## src/rtl/addr_window_decoder.sv

```systemverilog
module addr_window_decoder #(
  parameter int NUM_WIN   = 20,
  parameter int NUM_REMAP = 8,
  parameter int RA_W      = 10
) (
  input  logic            clk,
  input  logic            rst_n,
  input  logic            reg_wr,
  input  logic [RA_W-1:0] reg_addr,
  input  logic [31:0]     reg_wdata,
  output logic [31:0]     reg_rdata,
  input  logic [35:0]     lk_addr,
  output logic            lk_hit,
  output logic [3:0]      lk_target,
  output logic [7:0]      lk_attr,
  output logic [35:0]     lk_xaddr
);

  localparam int HOLE_W = NUM_REMAP * 4;
  localparam int HI_W   = HOLE_W + 4;
  localparam logic [RA_W-1:0] HOLE_LO = RA_W'(HOLE_W);
  localparam logic [RA_W-1:0] HOLE_HI = RA_W'(HI_W);

  logic [NUM_WIN-1:0] hit_w, en_w;
  logic [31:0]        rd_w  [NUM_WIN];
  logic [11:0]        ta_w  [NUM_WIN];
  logic [19:0]        xup_w [NUM_WIN];

  for (genvar gi = 0; gi < NUM_WIN; gi++) begin : g_win
    logic [31:0] ctrl_q;
    logic [15:0] blo_q;
    logic [3:0]  bhi_q;
    logic        sel;
    logic [1:0]  fld;
    logic [31:0] rx;
    logic [15:0] msk;
    assign msk = ctrl_q[31:16];

    if (gi < NUM_REMAP) begin : g_lo
      localparam logic [RA_W-1:0] W0 = RA_W'(gi * 4);
      logic [15:0] rlo_q;
      logic [3:0]  rhi_q;
      assign sel = reg_addr[RA_W-1:2] == W0[RA_W-1:2];
      assign fld = reg_addr[1:0];
      always_ff @(posedge clk or negedge rst_n) begin
        if (!rst_n) begin
          rlo_q <= '0;
          rhi_q <= '0;
        end else if (reg_wr && sel) begin
          if (fld == 2'd2) rlo_q <= reg_wdata[31:16];
          if (fld == 2'd3) rhi_q <= reg_wdata[3:0];
        end
      end
      assign rx = (fld == 2'd2) ? {rlo_q, 16'h0} :
                  (fld == 2'd3) ? {28'h0, rhi_q} : 32'h0;
      assign xup_w[gi] = {rhi_q, (rlo_q & ~msk) | (lk_addr[31:16] & msk)};
    end else begin : g_hi
      localparam logic [RA_W-1:0] W0 = RA_W'(HI_W + (gi - NUM_REMAP) * 2);
      assign sel = reg_addr[RA_W-1:1] == W0[RA_W-1:1];
      assign fld = {1'b0, reg_addr[0]};
      assign rx  = 32'h0;
      assign xup_w[gi] = lk_addr[35:16];
    end

    always_ff @(posedge clk or negedge rst_n) begin
      if (!rst_n) begin
        ctrl_q <= '0;
        blo_q  <= '0;
        bhi_q  <= '0;
      end else if (reg_wr && sel) begin
        if (fld == 2'd0) ctrl_q <= reg_wdata;
        if (fld == 2'd1) begin
          blo_q <= reg_wdata[31:16];
          bhi_q <= reg_wdata[3:0];
        end
      end
    end

    assign rd_w[gi]  = !sel ? 32'h0 :
                       (fld == 2'd0) ? ctrl_q :
                       (fld == 2'd1) ? {blo_q, 12'h0, bhi_q} : rx;
    assign en_w[gi]  = ctrl_q[0];
    assign ta_w[gi]  = ctrl_q[15:4];
    assign hit_w[gi] = ctrl_q[0] && (lk_addr[35:32] == bhi_q) &&
                       (((lk_addr[31:16] ^ blo_q) & ~msk) == 16'h0);
  end

  always_comb begin
    reg_rdata = '0;
    for (int i = 0; i < NUM_WIN; i++) reg_rdata = reg_rdata | rd_w[i];
  end

  always_comb begin
    lk_hit    = 1'b0;
    lk_target = '0;
    lk_attr   = '0;
    lk_xaddr  = lk_addr;
    for (int i = NUM_WIN - 1; i >= 0; i--) begin
      if (hit_w[i]) begin
        lk_hit    = 1'b1;
        lk_target = ta_w[i][3:0];
        lk_attr   = ta_w[i][11:4];
        lk_xaddr  = {xup_w[i], lk_addr[15:0]};
      end
    end
  end


  miss_zero_chk: assert property (@(posedge clk) disable iff (!rst_n)
    !lk_hit |-> (lk_target == 4'h0 && lk_attr == 8'h0 && lk_xaddr == lk_addr));


  hit_needs_enable_chk: assert property (@(posedge clk) disable iff (!rst_n)
    lk_hit |-> (en_w != '0));


  hole_reads_zero_chk: assert property (@(posedge clk) disable iff (!rst_n)
    (reg_addr >= HOLE_LO && reg_addr < HOLE_HI) |-> reg_rdata == 32'h0);


  offset_kept_chk: assert property (@(posedge clk) disable iff (!rst_n)
    lk_xaddr[15:0] == lk_addr[15:0]);


  ctrl_readback_chk: assert property (@(posedge clk) disable iff (!rst_n)
    ($past(reg_wr) && $past(reg_addr) == '0 && reg_addr == '0) |->
      reg_rdata == $past(reg_wdata));

endmodule

```

## config.mk

```make
export PLATFORM = sky130hd
export DESIGN_NAME = addr_window_decoder
export DESIGN_NICKNAME = d
export VERILOG_FILES = /design/src/rtl/addr_window_decoder.sv
export SDC_FILE = /design/constraint.sdc
export NUM_CORES = 2
export LEC_CHECK = 0
export BUFFER_PORTS_ARGS = -buffer_cell sky130_fd_sc_hd__buf_2
export CAP_MARGIN = 10
export CORE_MARGIN = 8
export CORE_UTILIZATION = 30
export CTS_CLUSTER_DIAMETER = 100
export DETAILED_ROUTE_END_ITERATION = 7
export SLEW_MARGIN = 5
export SYNTH_ARGS = -nofsm -noshare
export SYNTH_HDL_FRONTEND = slang
export SYNTH_SLANG_ARGS = --single-unit
```

## constraint.sdc

```tcl
create_clock -name clk -period 5.1 [get_ports clk]
set_input_delay 1.02 -clock clk [delete_from_list [all_inputs] [get_ports clk]]
set_output_delay 1.02 -clock clk [all_outputs]
set_load 0.01 [all_outputs]
```

* Yosys cells after proc, flatten, opt, wreduce, memory -nomap -nowiden
Cells that the tools add are included.
** Storage, ports and cells
- Bits of input ports :: 81
- Logic and storage cells :: 504
- Flip-flop bits (word level) :: 1200
- Output and inout bits :: 81
** Operators by class
- Reductions and logical operators :: 139
- Bitwise operators :: 103
- Muxes and demuxes :: 144
- Equal/unequal tests :: 42
** Operators by type and width (number)
- 2-to-1 mux 32 bit :: 68
- OR 32 bit :: 19
- bitwise AND 16 bit :: 36
- zero test 16 bit :: 20
- inverter 16 bit :: 20
- bitwise XOR 16 bit :: 20
- 2-to-1 mux 36 bit :: 8
- 2-to-1 mux 8 bit :: 20
- OR 16 bit :: 8
- 2-to-1 mux 4 bit :: 28
- AND reduction 2 bit :: 56
- equality test 9 x 5 -> 1 bit, second input constant :: 12
- equality test 4 bit :: 20
- logical AND 1 bit :: 60
- equality test 8 x 3 -> 1 bit, second input constant :: 4
- 2-to-1 mux 1 bit :: 20
- equality test 8 x 2 -> 1 bit, second input constant :: 2
- equality test 8 x 1 -> 1 bit, second input constant :: 1
- zero test 8 bit :: 1
- equality test 2 bit, second input constant :: 2
- zero test 2 bit :: 2
- equality test 2 x 1 -> 1 bit, second input constant :: 1

* Depth between registers and ports, before layout
- Depth in word-level cells :: 25
- Depth in mapped cells :: 14
- Depth with buffers taken out :: 10

* Worst setup path before layout
OpenSTA, ideal clock, no wires.
- Path type :: input port to output port
- Start point :: in lk_addr[20]
- End point :: out lk_attr[0]
- Data required time :: 4080 ps
- Data arrival time :: 3379 ps
- Stages :: 12
- Buffers on the path :: 3
- Slack :: 701 ps
- Path through :: buf_2 -> buf_2 -> buf_2 -> xnor2_1 -> nor2_1 -> nor4_1 -> nand3_1 -> o21ai_0 -> a21oi_1 -> o21ai_0 -> a211oi_2 -> o41ai_2
** Between the ends
- Longest elaborated chain between the ends :: 24
- Elaborated cells between the ends (all ways) :: 100
- Those cells by class :: mux: 20; bitwise: 40; reduce/logical: 40
** Ends and longest elaborated chain
- from (decl) :: line 12 : input logic [35:0] lk_addr,
- bitwise XOR 16 bit :: line 85 : (((lk_addr[31:16] ^ blo_q) & ~msk) == 16'h0);
- bitwise AND 16 bit :: line 85
- zero test 16 bit :: line 85
- logical AND 1 bit :: line 84 : assign hit_w[gi] = ctrl_q[0] && (lk_addr[35:32] == bhi_q) &&
- 2-to-1 mux 8 bit (19 in series) :: line 99 : if (hit_w[i]) begin
- 2-to-1 mux 8 bit (*) :: line 99
- to (decl) :: line 15 : output logic [7:0] lk_attr,
Every way passes the cells marked *; elsewhere a longest branch is shown, timed or not.

* Worst setup path in the final report
- Start point :: in reg_addr[0]
- End point :: out reg_rdata[23]
** Between the ends
- Longest elaborated chain between the ends :: 24
- Elaborated cells between the ends (all ways) :: 91
- Those cells by class :: eq/ne: 2; mux: 68; bitwise: 19; reduce/logical: 2
** Ends and longest elaborated chain
- from (decl) :: line 9 : input logic [RA_W-1:0] reg_addr,
- equality test 2 bit :: line 54 : assign rx = (fld == 2'd2) ? {rlo_q, 16'h0} :
- 2-to-1 mux 32 bit :: line 54
- 2-to-1 mux 32 bit :: line 81 : (fld == 2'd1) ? {blo_q, 12'h0, bhi_q} : rx;
- 2-to-1 mux 32 bit :: line 80 : (fld == 2'd0) ? ctrl_q :
- 2-to-1 mux 32 bit :: line 79 : assign rd_w[gi] = !sel ? 32'h0 :
- OR 32 bit (18 in series) :: line 90 : for (int i = 0; i < NUM_WIN; i++) reg_rdata = reg_rdata | rd_w[i];
- OR 32 bit (*) :: line 90
- to (decl) :: line 11 : output logic [31:0] reg_rdata,
Marks and branches as above.

==> flow_metrics.py <==
metrics = {
    "logic_synthesis": {
        "dominantRegCellSynth": "dfrtp_1",
        "synthCells": 5589,
        "synthesis.area_mm2": 0.0649,
        "synth-edff-count": 0,
        "yosysMostFrequentCell": "mux2_2",
        "yosysSeqAreaShare_pct": 46.2,
        "synth_area_per_cell_um2": 11.6,
        "async_flop_share_pct": 100,
        "syn_nets": 5670,
        "synth_cell_type_count": 73,
        "synth-seq-cells": 1200,
        "yosysWarnings": 0,
        "netlist.area_leader.share_pct": 46.2,
        "yosys.area.top_type": "dfrtp_1",
        "yosys-top-cells-area": "dfrtp_1 46%, mux2_2 21%, mux2i_1 6.1%, xnor2_1 5.2%, o22ai_1 2.2%",
        "synthTopCellsByCount": "1209 x mux2_2, 1200 x dfrtp_1, 394 x mux2i_1",
    },
    "place": {
        "io_buffers": 129,
        "numPlacedInstances": 8767,
        "dp_slack_ps": -1010,
        "gp_congestion": 0.981,
        "dp_hpwl_um": 197000,
        "place_area_mm2": 0.0739,
    },
    "timing": {
        "period_minus_slack_ps": 5170,
        "rsz0062_at_grt": "true",
        "fin_crit_sh_pct": 101,
        "worst_slew_pin_slew_ps": 1150,
        "fin_ws_ps": -70.8,
        "skew_ps": 0,
        "fmax_ghz": 0.193,
        "drv_slew": 0,
        "fin_worst_hold_slack_ps": 89.3,
        "finalSetupTns_ps": -302,
        "hold_violations": 0,
        "setup_viol": 7,
        "relSlewSlack_pct": 23.2,
    },
    "run_status": {
        "failed_checks": "negative setup slack",
        "status": "complete, but fails checks",
    },
    "critical_path": {
        "arrival_ps": 4150,
        "ff2ff_setup_slack_ps": 3970,
        "reg2reg_depth": 2,
        "path_cells": "buf_8 > buf_8 > buf_12 > nor2_4 > buf_4 > buf_4 > buf_4 > nand2_1 > o21ai_0 > a22oi_1 > o2111ai_1 > a211oi_2 > nand3_1 > buf_2",
        "crit_fanout": 8,
        "path_common_cell": "buf_4",
        "crit_family": "compound AO/OA/AOI/OAI gates",
        "worst_setup_path_end_kind": "output port",
        "cp-start-kind": "input pin",
        "cp_slowest_cell": "a211oi_2",
        "critical_path_class": "in -> out",
        "r2r_end": "g_win[6].ctrl_q[28]$_DFFE_PN0P_",
        "max_stage_delay_ps": 470,
        "critPathRequiredTime_ps": 4080,
        "timing.critical_path.buf_inv": 7,
        "worst-path-stages": 14,
        "reg2reg_from": "g_win[6].ctrl_q[28]$_DFFE_PN0P_",
    },
    "clock_tree": {
        "cts_max_level": 4,
        "cts_max_path_buffers": 3,
        "cts_root_buf": "clkbuf_16",
        "clkSinkCount": 1200,
        "cts_tree": "yes",
        "path_clk_slew_ps": 60,
        "cts_buffers": 139,
        "clkLatencyLatePin_ps": 800,
    },
    "routing": {
        "postRouteAntennaNets": 0,
        "dr.pass1.iters": 5,
        "drc": 0,
        "wl_per_cell_um": 30.1,
        "routed-via-count": 52121,
        "drt-initial-drc-count": 6072,
        "viasPerCell": 5.75,
        "wl_um": 272000,
    },
    "job": {
        "cap_viol_max_count": 0,
    },
    "global_route": {
        "grt_pass1_wl_um": 389000,
        "grt_pass1_vias": 51642,
        "antenna_found_initial": 32,
        "overflow": 0,
        "grt_usage_pct": 22.8,
        "grt_max_degree": 168,
    },
    "power_and_ir_drop": {
        "finalPower_mw": 21.7,
        "switchingPower_mw": 5.58,
        "seqPwrFrac_pct": 45.1,
        "clockPowerShare_pct": 46.5,
        "ir_drop_v": 0.000252,
        "leakagePower_nw": 36.8,
        "cellPowerDensity_mw_per_mm2": 268,
        "swShare_pct": 25.7,
        "internal_power_mw": 16.2,
        "p_comb_share_pct": 8.4,
    },
    "cells_and_area": {
        "fin_area_mm2": 0.0811,
        "final_cells": 9065,
        "final_net_count": 6186,
        "utilization_pct": 37.8,
        "synthToLayoutAreaGrowth_pct": 24.9,
        "nFillCells": 20870,
        "drive_above_1_share_pct": 43.5,
    },
    "worst_hold_path": {
        "hp-class": "in -> async",
    },
    "floorplanning": {
        "initial_core_util_pct": 30.2,
        "core_area_mm2": 0.215,
        "io_pins": 162,
        "die_h_um": 481,
        "die_w_um": 481,
        "rows": 170,
        "dieArea_mm2": 0.232,
    },
}
[worst max path at each step]
stage | from | endpoint | slack [ps]
after floorplan | lk_addr[20] | lk_attr[0] | 700
after global placement | lk_addr[30] | lk_xaddr[19] | -1050
after detailed placement | lk_addr[30] | lk_xaddr[19] | -1010
after CTS | lk_addr[28] | lk_attr[5] | -60
after global routing | lk_addr[21] | lk_attr[5] | -170
final | reg_addr[0] | reg_rdata[23] | -70
[sequential cells by signal, indices dropped and copies added (netlist names)]
signal and count:
g_win.g_lo.rlo_q 128, g_win.blo_q 320, g_win.g_lo.rhi_q 32, g_win.bhi_q 80, g_win.ctrl_q 640
[area by class of cell]
type	instances	area, µm²	share of cell area, %
multi-input combinational	3833	34600	42.7
sequential	1200	30000	37.0
timing repair buffer	896	8230	10.2
clock buffer	206	4060	5.01
tap	2838	3550	4.38
clock inverter	42	442	0.544
inverter	35	134	0.165
antenna	15	37.5	0.0463
[cells in the final DEF (no fill, tap or decap), drive strengths merged, types with 23 or more instances in the layout]
master     n
a211oi    54
a21oi    141
a221oi    65
a22o      31
a22oi    102
buf      895
clkbuf   207
clkinv    23
dfrtp   1200
inv       42
mux2    1209
mux2i    394
mux4      48
nand2    216
nand3     58
nor2     286
nor3      70
nor4      52
o211ai    32
o21ai    193
o22ai    227
or3       29
xnor2    385
[per-layer routing]
metal / GRT usage (%) / part of all wire [%] / routed length [µm] / vias up
met5: 0 / 0.0077 / 21 / -
li1: - / - / - / 21578
met1: 31.9 / 43 / 116000 / 27300
met4: 8.48 / 4.5 / 12300 / 4
met2: 34.6 / 44 / 120000 / 2678
met3: 4.49 / 8.8 / 23900 / 561
[what timing repair did]
action                                  in CTS  in global routing
hold buffers                                 0                  0
pin swaps                                   39                 86
resized for setup                          223                261
setup buffers                               24                 19
gates cloned                                 1                  1
endpoints found under the setup margin      51                 48
[cell families (layout without fill, tap and decap cells)]
kind of cell	after synthesis	after routing	share of synthesized area, %
xor gates and xnor gates	400	400	5.40
other	0	15	0
DFF	1200	1200	46.2
buffers and inverters	556	1179	3.75
AOI/OAI and AO/OA	986	986	10.2
and+or+nand+nor	796	796	5.73
muxes	1651	1651	28.7
[power groups by stage]
stage / logic, mW / clock network (mW) / registers (mW)
final: 1.82 / 10.1 / 9.81
after global routing: 1.90 / 10.6 / 9.83
after CTS: 1.75 / 10.2 / 9.81
after detailed placement: 1.69 / 0 / 9.98
after global placement: 1.68 / 0 / 9.97
after floorplan: 0.830 / 0 / 9.93
No activity file was read; power rests on OpenSTA's default activity.
